File: config.mk
export PLATFORM = sky130hd
export DESIGN_NAME = tot_hit_encoder
export DESIGN_NICKNAME = d
export VERILOG_FILES = /design/src/rtl/tot_hit_encoder.sv
export SDC_FILE = /design/constraint.sdc
export NUM_CORES = 1
export LEC_CHECK = 0
export BUFFER_PORTS_ARGS = -buffer_cell sky130_fd_sc_hd__buf_2
export CORE_MARGIN = 2
export CORE_UTILIZATION = 56
export DETAILED_ROUTE_END_ITERATION = 10
export GPL_TIMING_DRIVEN = 0
export PLACE_DENSITY_LB_ADDON = 0.05
export SYNTH_ARGS = -nofsm -noshare
export SYNTH_HDL_FRONTEND = slang
export SYNTH_SLANG_ARGS = --single-unit
File: constraint.sdc
create_clock -name clk -period 6.46 [get_ports clk]
set_clock_uncertainty 0.1 [all_clocks]
set_input_delay 0.646 -clock clk [delete_from_list [all_inputs] [get_ports clk]]
set_output_delay 0.646 -clock clk [all_outputs]
set_load 0.01 [all_outputs]
File: src/rtl/tot_hit_encoder.sv
module tot_hit_encoder #(
  parameter int NCH   = 8,
  parameter int TSW   = 16,
  parameter int DEPTH = 16
) (
  input  logic                   clk,
  input  logic                   rst_n,
  input  logic                   clr_ovf,
  input  logic [NCH-1:0]         cmp_lo,
  input  logic [NCH-1:0]         cmp_hi,
  input  logic                   rd_en,
  output logic                   rd_valid,
  output logic [$clog2(NCH)-1:0] rd_chan,
  output logic                   rd_trail,
  output logic                   rd_hi,
  output logic [TSW-1:0]         rd_time,
  output logic                   overflow
);
  localparam int CW = $clog2(NCH);
  localparam int AW = $clog2(DEPTH);
  localparam int RW = CW + 2 + TSW;

  logic [CW-1:0] ph;
  logic          tick;
  assign tick = (ph == CW'(NCH - 1));

  always_ff @(posedge clk) begin
    if (!rst_n)    ph <= '0;
    else if (tick) ph <= '0;
    else           ph <= ph + CW'(1);
  end

  logic [NCH-1:0] lo_cur, lo_prv, qh_cur, qh_prv;
  logic [TSW-1:0] ts_cnt, ts_smp;

  always_ff @(posedge clk) begin
    if (!rst_n) begin
      lo_cur <= '0;
      lo_prv <= '0;
      qh_cur <= '0;
      qh_prv <= '0;
      ts_cnt <= '0;
      ts_smp <= '0;
    end else if (tick) begin
      lo_prv <= lo_cur;
      lo_cur <= cmp_lo;
      qh_prv <= qh_cur;
      qh_cur <= cmp_lo & cmp_hi;
      ts_smp <= ts_cnt;
      ts_cnt <= ts_cnt + TSW'(1);
    end
  end

  logic [NCH-1:0] act, keep;
  logic [NCH+1:0] act_pad;
  assign act     = qh_cur | qh_prv;
  assign act_pad = {1'b0, act, 1'b0};

  for (genvar i = 0; i < NCH; i++) begin : g_keep
    assign keep[i] = |act_pad[i+2:i];
  end

  logic          lo_ok, hi_ev, lo_first;
  logic [1:0]    n_req;
  logic [RW-1:0] rec_lo, rec_hi, rec_a, rec_b;

  assign lo_ok    = (lo_cur[ph] ^ lo_prv[ph]) & keep[ph];
  assign hi_ev    = qh_cur[ph] ^ qh_prv[ph];
  assign lo_first = lo_ok & lo_cur[ph];
  assign n_req    = {1'b0, lo_ok} + {1'b0, hi_ev};
  assign rec_lo   = {ph, ~lo_cur[ph], 1'b0, ts_smp};
  assign rec_hi   = {ph, ~qh_cur[ph], 1'b1, ts_smp};
  assign rec_a    = (lo_first || !hi_ev) ? rec_lo : rec_hi;
  assign rec_b    = lo_first ? rec_hi : rec_lo;

  logic [RW-1:0] mem [DEPTH];
  logic [AW-1:0] wptr, rptr;
  logic [AW:0]   cnt, room;
  logic [1:0]    n_wr;
  logic          pop, drop;

  assign room = (AW+1)'(DEPTH) - cnt;
  assign n_wr = (room >= (AW+1)'(n_req)) ? n_req : room[1:0];
  assign drop = (n_wr != n_req);
  assign pop  = rd_en && (cnt != '0);

  always_ff @(posedge clk) begin
    if (n_wr != 2'd0) mem[wptr] <= rec_a;
    if (n_wr == 2'd2) mem[wptr + AW'(1)] <= rec_b;
  end

  always_ff @(posedge clk) begin
    if (!rst_n) begin
      wptr     <= '0;
      rptr     <= '0;
      cnt      <= '0;
      overflow <= 1'b0;
    end else begin
      wptr <= wptr + AW'(n_wr);
      rptr <= rptr + AW'(pop);
      cnt  <= cnt + (AW+1)'(n_wr) - (AW+1)'(pop);
      if (drop)         overflow <= 1'b1;
      else if (clr_ovf) overflow <= 1'b0;
    end
  end

  assign rd_valid = (cnt != '0);
  assign {rd_chan, rd_trail, rd_hi, rd_time} = mem[rptr];

  p_ts_step_r2: assert property (@(posedge clk) disable iff (!rst_n)
    tick |=> (ts_cnt == ts_smp + TSW'(1)));

  p_cnt_bound_r8: assert property (@(posedge clk) disable iff (!rst_n)
    cnt <= (AW+1)'(DEPTH));

  p_pop_r8: assert property (@(posedge clk) disable iff (!rst_n)
    (pop && n_wr == 2'd0) |=> (cnt == $past(cnt) - (AW+1)'(1)));

  p_ovf_set_r9: assert property (@(posedge clk) disable iff (!rst_n)
    drop |=> overflow);

  p_ovf_hold_r9: assert property (@(posedge clk) disable iff (!rst_n)
    (overflow && !clr_ovf) |=> overflow);
endmodule

Yosys cells after proc, flatten, opt, wreduce, memory -nomap -nowiden --
Memories as Yosys holds them, arrays and structs flattened. A register that Yosys moved wholly into a read port is not among the register bits. Index checks and enable logic that the tools add are counted.
Storage, ports and cells: logic and storage cells 70, RAM bits 336, output and inout port bits 23, bits of input ports 20, memories kept 1, register bits after elaboration 81
Operators by class: muxes and demuxes 20, $lt $le $gt $ge 2, reductions and logical operators 15, add/subtract/negate cells 9, equality and inequality tests 3, bitwise logic cells 9
Memories:
- mem | depth 16, bits a word 21, rd ports 1, clocked after Yosys merged registers in 1, write ports 2, RTL line 76 | logic [RW-1:0] mem [DEPTH];
Operator list (number):
- 18-bit 2-to-1 mux | 2
- 3-bit OR reduction | 6
- 16-bit by 1-bit adder with 16-bit output, second input constant | 1
- 1-bit binary-select mux with 3-bit select | 5
- 1-bit 2-to-1 mux | 11
- 8-bit AND | 1
- 8-bit bitwise OR | 1
- 2-bit OR reduction | 3
- 5-bit by 2-bit adder with 5-bit output | 1
- 5-bit by 2-bit greater-or-equal comparator with 1-bit output | 1
- 5-bit nonzero test | 1
- 5-bit by 1-bit subtractor with 5-bit output | 1
- 5-bit subtractor, first input constant | 1
- 4-bit by 1-bit adder with 4-bit output | 1
- 4-bit by 1-bit adder with 4-bit output, second input constant | 1
- 4-bit by 2-bit adder with 4-bit output | 1
- 3-bit by 4-bit < comparator with 1-bit output, second input constant | 1
- 4-bit 2-to-1 mux | 1
- 2-bit nonzero test | 2
- 3-bit by 1-bit adder with 3-bit output, second input constant | 1
- 3-bit equality test, second input constant | 1
- 1-bit inverter | 3
- 1-bit by 1-bit adder with 2-bit output | 1
- 1-bit AND | 2
- 7 further kinds | 8

Logic depth before layout (Yosys ltp) --
depth after elaboration 11, gate-level depth with buffers 20

Least setup slack after synthesis --
Ideal clock, no wire load.
kind reg2reg, start point register ph[0], end point memory mem[13][0] (netlist bit) (enable), clock period less this slack 6.237 ns, cell stages (with the launch flop) 15, data arrival time 5.676 ns, setup slack 0.223 ns, required time 5.900 ns, path buffers 1, cell sequence dfxtp_1 buf_6 mux4_1 mux2i_4 xnor2_1 nand3_1 o21ai_0 ha_1 ha_1 nand2b_1 a211o_1 o21ai_1 o21a_1 nor2_1 nor4b_1
RTL lines:
- from (decl) | RTL line 23 | logic [CW-1:0] ph;
- from (signal assigned) | RTL line 30 | else ph <= ph + CW'(1);
- to (decl) | RTL line 76

==> flow_metrics.env <==
export IMPL_first_iter_violations=889
export IMPL_routed_wl_mm=37.8
export IMPL_crit_start="ph[0]"
export IMPL_top_usage_layer="met2"
export IMPL_rr_startpoint="ph[0]"
export IMPL_min_period_over_period=0.928
export IMPL_worst_slew_pin_slew_ns=1.22
export IMPL_gr_total_overflow=0
export IMPL_area_delta_synth_final_pct=14.1
export IMPL_grt_use_met2=0.390
export IMPL_finalHoldViolCount=0
export IMPL_grtUsageMet3=0.0340
export IMPL_crit_chain="buf_6 > mux4_1 > mux2i_4 > xnor2_1 > nand3_1 > o21ai_0 > ha_1 > ha_1 > nand2b_1 > a211oi_2 > nand2_2 > o2111ai_1 > o211ai_1 > nor2_4"
export IMPL_tritoncts="done"
export IMPL_yosysUniqueCellTypes=59
export IMPL_cts_htree_levels=2
export IMPL_postRouteAntennaNets=0
export IMPL_fillers=2146
export IMPL_place_congestion=0.822
export IMPL_setup_violations=0
export IMPL_path_buf_inv=1
export IMPL_critPathKind="reg2reg"
export IMPL_nets=1106
export IMPL_cpMostUsedCell="ha_1"
export IMPL_peakVddDrop_mv=0.233
export IMPL_cap_violations=0
export IMPL_start_kind="flip-flop"
export IMPL_first_global_vias=9247
export IMPL_use_met1=0.344
export IMPL_synth_area_mm2=0.0174
export IMPL_num_antenna_cells=0
export IMPL_status="complete, no violations"
export IMPL_clkTransAtPathRegs_ns=0.06
export IMPL_crit_cells=14
export IMPL_crit_arrival_ns=6.04
export IMPL_p_leak_nw=6.55
export IMPL_grt_max_degree=23
export IMPL_clock_sinks=417
export IMPL_clockBufferDepth=3
export IMPL_die_area_mm2=0.0325
export IMPL_clockRootBuffer="clkbuf_16"
export IMPL_grt_pass1_wl_mm=57.5
export IMPL_dp_cells=1419
export IMPL_critical_path_top_delay_family="compound AO/OA/AOI/OAI gates"
export IMPL_power_density_mw_per_mm2=334
export IMPL_syn_area_per_cell_um2=18.2
export IMPL_core_area_mm2=0.0306
export IMPL_worst_r2r_endpoint="mem[15][13]"
export IMPL_fmax_mhz=167
export IMPL_worstPathMaxFanout=21
export IMPL_timing_final_ws_setup_ns=0.467
export IMPL_die_h_um=180
export IMPL_synth_seq_area_share=0.672
export IMPL_cts_resized=0
export IMPL_maxSlewViolCount=0
export IMPL_clock_latency_ns=0.54
export IMPL_vias_per_cell=6.01
export IMPL_slowest_stage="nor2_4"
export IMPL_drive_gt1_frac=0.265
export IMPL_vias=9003
export IMPL_ys_ff_latch=417
export IMPL_rows=64
export IMPL_grt_total_usage=0.239
export IMPL_ys_warn_count=0
export IMPL_stdcell_count=1497
export IMPL_min_period_ns=5.99
export IMPL_port_buffers=41
export IMPL_die_width_um=180
export IMPL_io_pins=43
export IMPL_max_slew_margin_rel=0.183
export IMPL_ys_async_sr_fraction=0
export IMPL_place_ws_ns=0.525
export IMPL_drcViolationCount=0
export IMPL_cts_setup_buffers=0
export IMPL_required_ns=6.51
export IMPL_cpPeakStageDelay_ns=0.91
export IMPL_reg2reg_depth=14
export IMPL_regToRegSetupSlack_ns=0.47
export IMPL_critPathCapture="mem[15][13]"
export IMPL_worstSetupEndpointType="flip-flop"
export IMPL_fin_util=0.650
export IMPL_worstHoldPathType="in2reg"
export IMPL_yosys_most_used_dff="edfxtp_1"
export IMPL_wl_per_cell_um=25.2
export IMPL_grt_setup_unrepaired="false"
export IMPL_synth_edff_count=336
export IMPL_start_util=0.569
export IMPL_synthCells=958
export IMPL_synth_net_count=996
export IMPL_tritoncts_num_buffers=43
export IMPL_antenna_found_initial=0
export IMPL_dp_hpwl_mm=24.8
export IMPL_first_pass_iters=7
export IMPL_whs_path_depth=3
export IMPL_cts_hold_buf=0
-- power breakdown --
group / total [W] / switching, W / internal, W / leakage (nW)
logic: 0.00134 / 0.000680 / 0.000658 / 2.13
clock network: 0.00227 / 0.000996 / 0.00127 / 0.648
registers: 0.00304 / 0.0000478 / 0.00299 / 3.77
total: 0.00665 / 0.00172 / 0.00492 / 6.55
-- Yosys cell counts (all sizes together) (2+ instances only) --
library cell / count / area share
nand2b: 12 / 0.0043
and2: 27 / 0.0097
edfxtp: 336 / 0.58
and3: 4 / 0.0017
or2b: 2 / 0.0010
or3: 5 / 0.0021
o21ai: 10 / 0.0029
buf: 21 / 0.0084
nor2b: 46 / 0.017
ha: 16 / 0.011
a21boi: 8 / 0.0034
and3b: 2 / 0.0010
o21a: 2 / 0.00086
nand2: 17 / 0.0042
nand3: 24 / 0.0069
mux4: 115 / 0.15
fa: 2 / 0.0023
mux2: 2 / 0.0013
nor4b: 4 / 0.0020
nor4: 2 / 0.0011
mux2i: 77 / 0.045
xnor2: 27 / 0.014
o211ai: 2 / 0.00086
xor2: 11 / 0.0055
nor2: 22 / 0.0047
nand4: 5 / 0.0018
a21oi: 6 / 0.0019
inv: 8 / 0.0017
o2111ai: 3 / 0.0015
and2b: 3 / 0.0015
nor3: 11 / 0.0034
dfxtp: 81 / 0.093
nor3b: 4 / 0.0017
clkbuf: 31 / 0.0078
-- logic make-up (layout without fill, tap and decap cells) --
group,after synthesis,count (layout),share of synthesized area
flip-flops,417,417,0.672
multiplexers,194,194,0.196
AND/OR/NAND/NOR,191,191,0.0641
buffers and inverters,62,205,0.0187
AO/OA/AOI/OAI,38,38,0.0160
XOR/XNOR,38,38,0.0191
adder cells (fa/ha/maj),18,18,0.0138
-- registers in the layout (all words and copies together) (netlist names) --
register,count
mem,336
rptr,4
cnt,5
wptr,4
lo_prv,8
lo_cur,8
ts_smp,16
qh_prv,8
overflow,1
ts_cnt,16
ph,3
qh_cur,8
-- per-layer routing --
| metal | wire, um | up-vias |
|---|---|---|
| met5 | 0 | - |
| met4 | 889 | 0 |
| met3 | 2200 | 61 |
| met2 | 18400 | 292 |
| met1 | 16300 | 4637 |
| li1 | - | 4013 |
-- area by class of cell --
class | instances | area (um^2) | share of cell area
Sequential cell | 417 | 11700 | 0.589
Tap cell | 396 | 495 | 0.0249
Clock buffer | 52 | 1150 | 0.0579
Timing Repair Buffer | 65 | 553 | 0.0278
Clock inverter | 26 | 149 | 0.00749
Buffer | 53 | 293 | 0.0147
Inverter | 9 | 33.8 | 0.00170
Multi-Input combinational cell | 479 | 5490 | 0.276
-- cell usage in the layout, fill, tap and decap left out, drive strengths merged, types with 6 or more instances in the layout --
master  instances
nor3           11
and2           27
ha             16
inv             9
buf            86
nor2           22
nand3          24
nand2          17
edfxtp        336
clkbuf         83
mux4          115
xor2           11
nand2b         12
dfxtp          81
mux2i          77
o21ai          10
xnor2          27
nor2b          46
a21oi           6
clkinv         25
a21boi          8
-- how the worst min path moves through the flow --
| stage | to | start | slack (ns) |
|---|---|---|---|
| floorplan | lo_prv[2] | lo_prv[2] | 0.38 |
| global placement | lo_prv[6] | lo_prv[6] | 0.39 |
| detailed placement | lo_prv[0] | lo_prv[0] | 0.41 |
| CTS | lo_cur[2] | cmp_lo[2] | 0.28 |
| global route | lo_cur[6] | cmp_lo[6] | 0.29 |
| finish | lo_cur[5] | cmp_lo[5] | 0.30 |
-- worst min-delay path, delay by kind of cell --
family                 cells  cell delay (ns)
buffers and inverters      1             0.09
multiplexers               1             0.06
AND/OR/NAND/NOR            1             0.10
-- per-stage QoR --
step           hold WS (ns)  setup TNS (ns)  total power (W)  cell area, um^2
3_5_place_dp          0.405               0          0.00445            18600
6_report              0.296               0          0.00665            19900
3_3_place_gp          0.392         -491.64          0.00439            18100
2_1_floorplan         0.377               0          0.00402            17400
4_1_cts               0.283               0          0.00670            19900
5_1_grt               0.292               0          0.00692            19900
No activity file was read; power rests on OpenSTA's default activity.
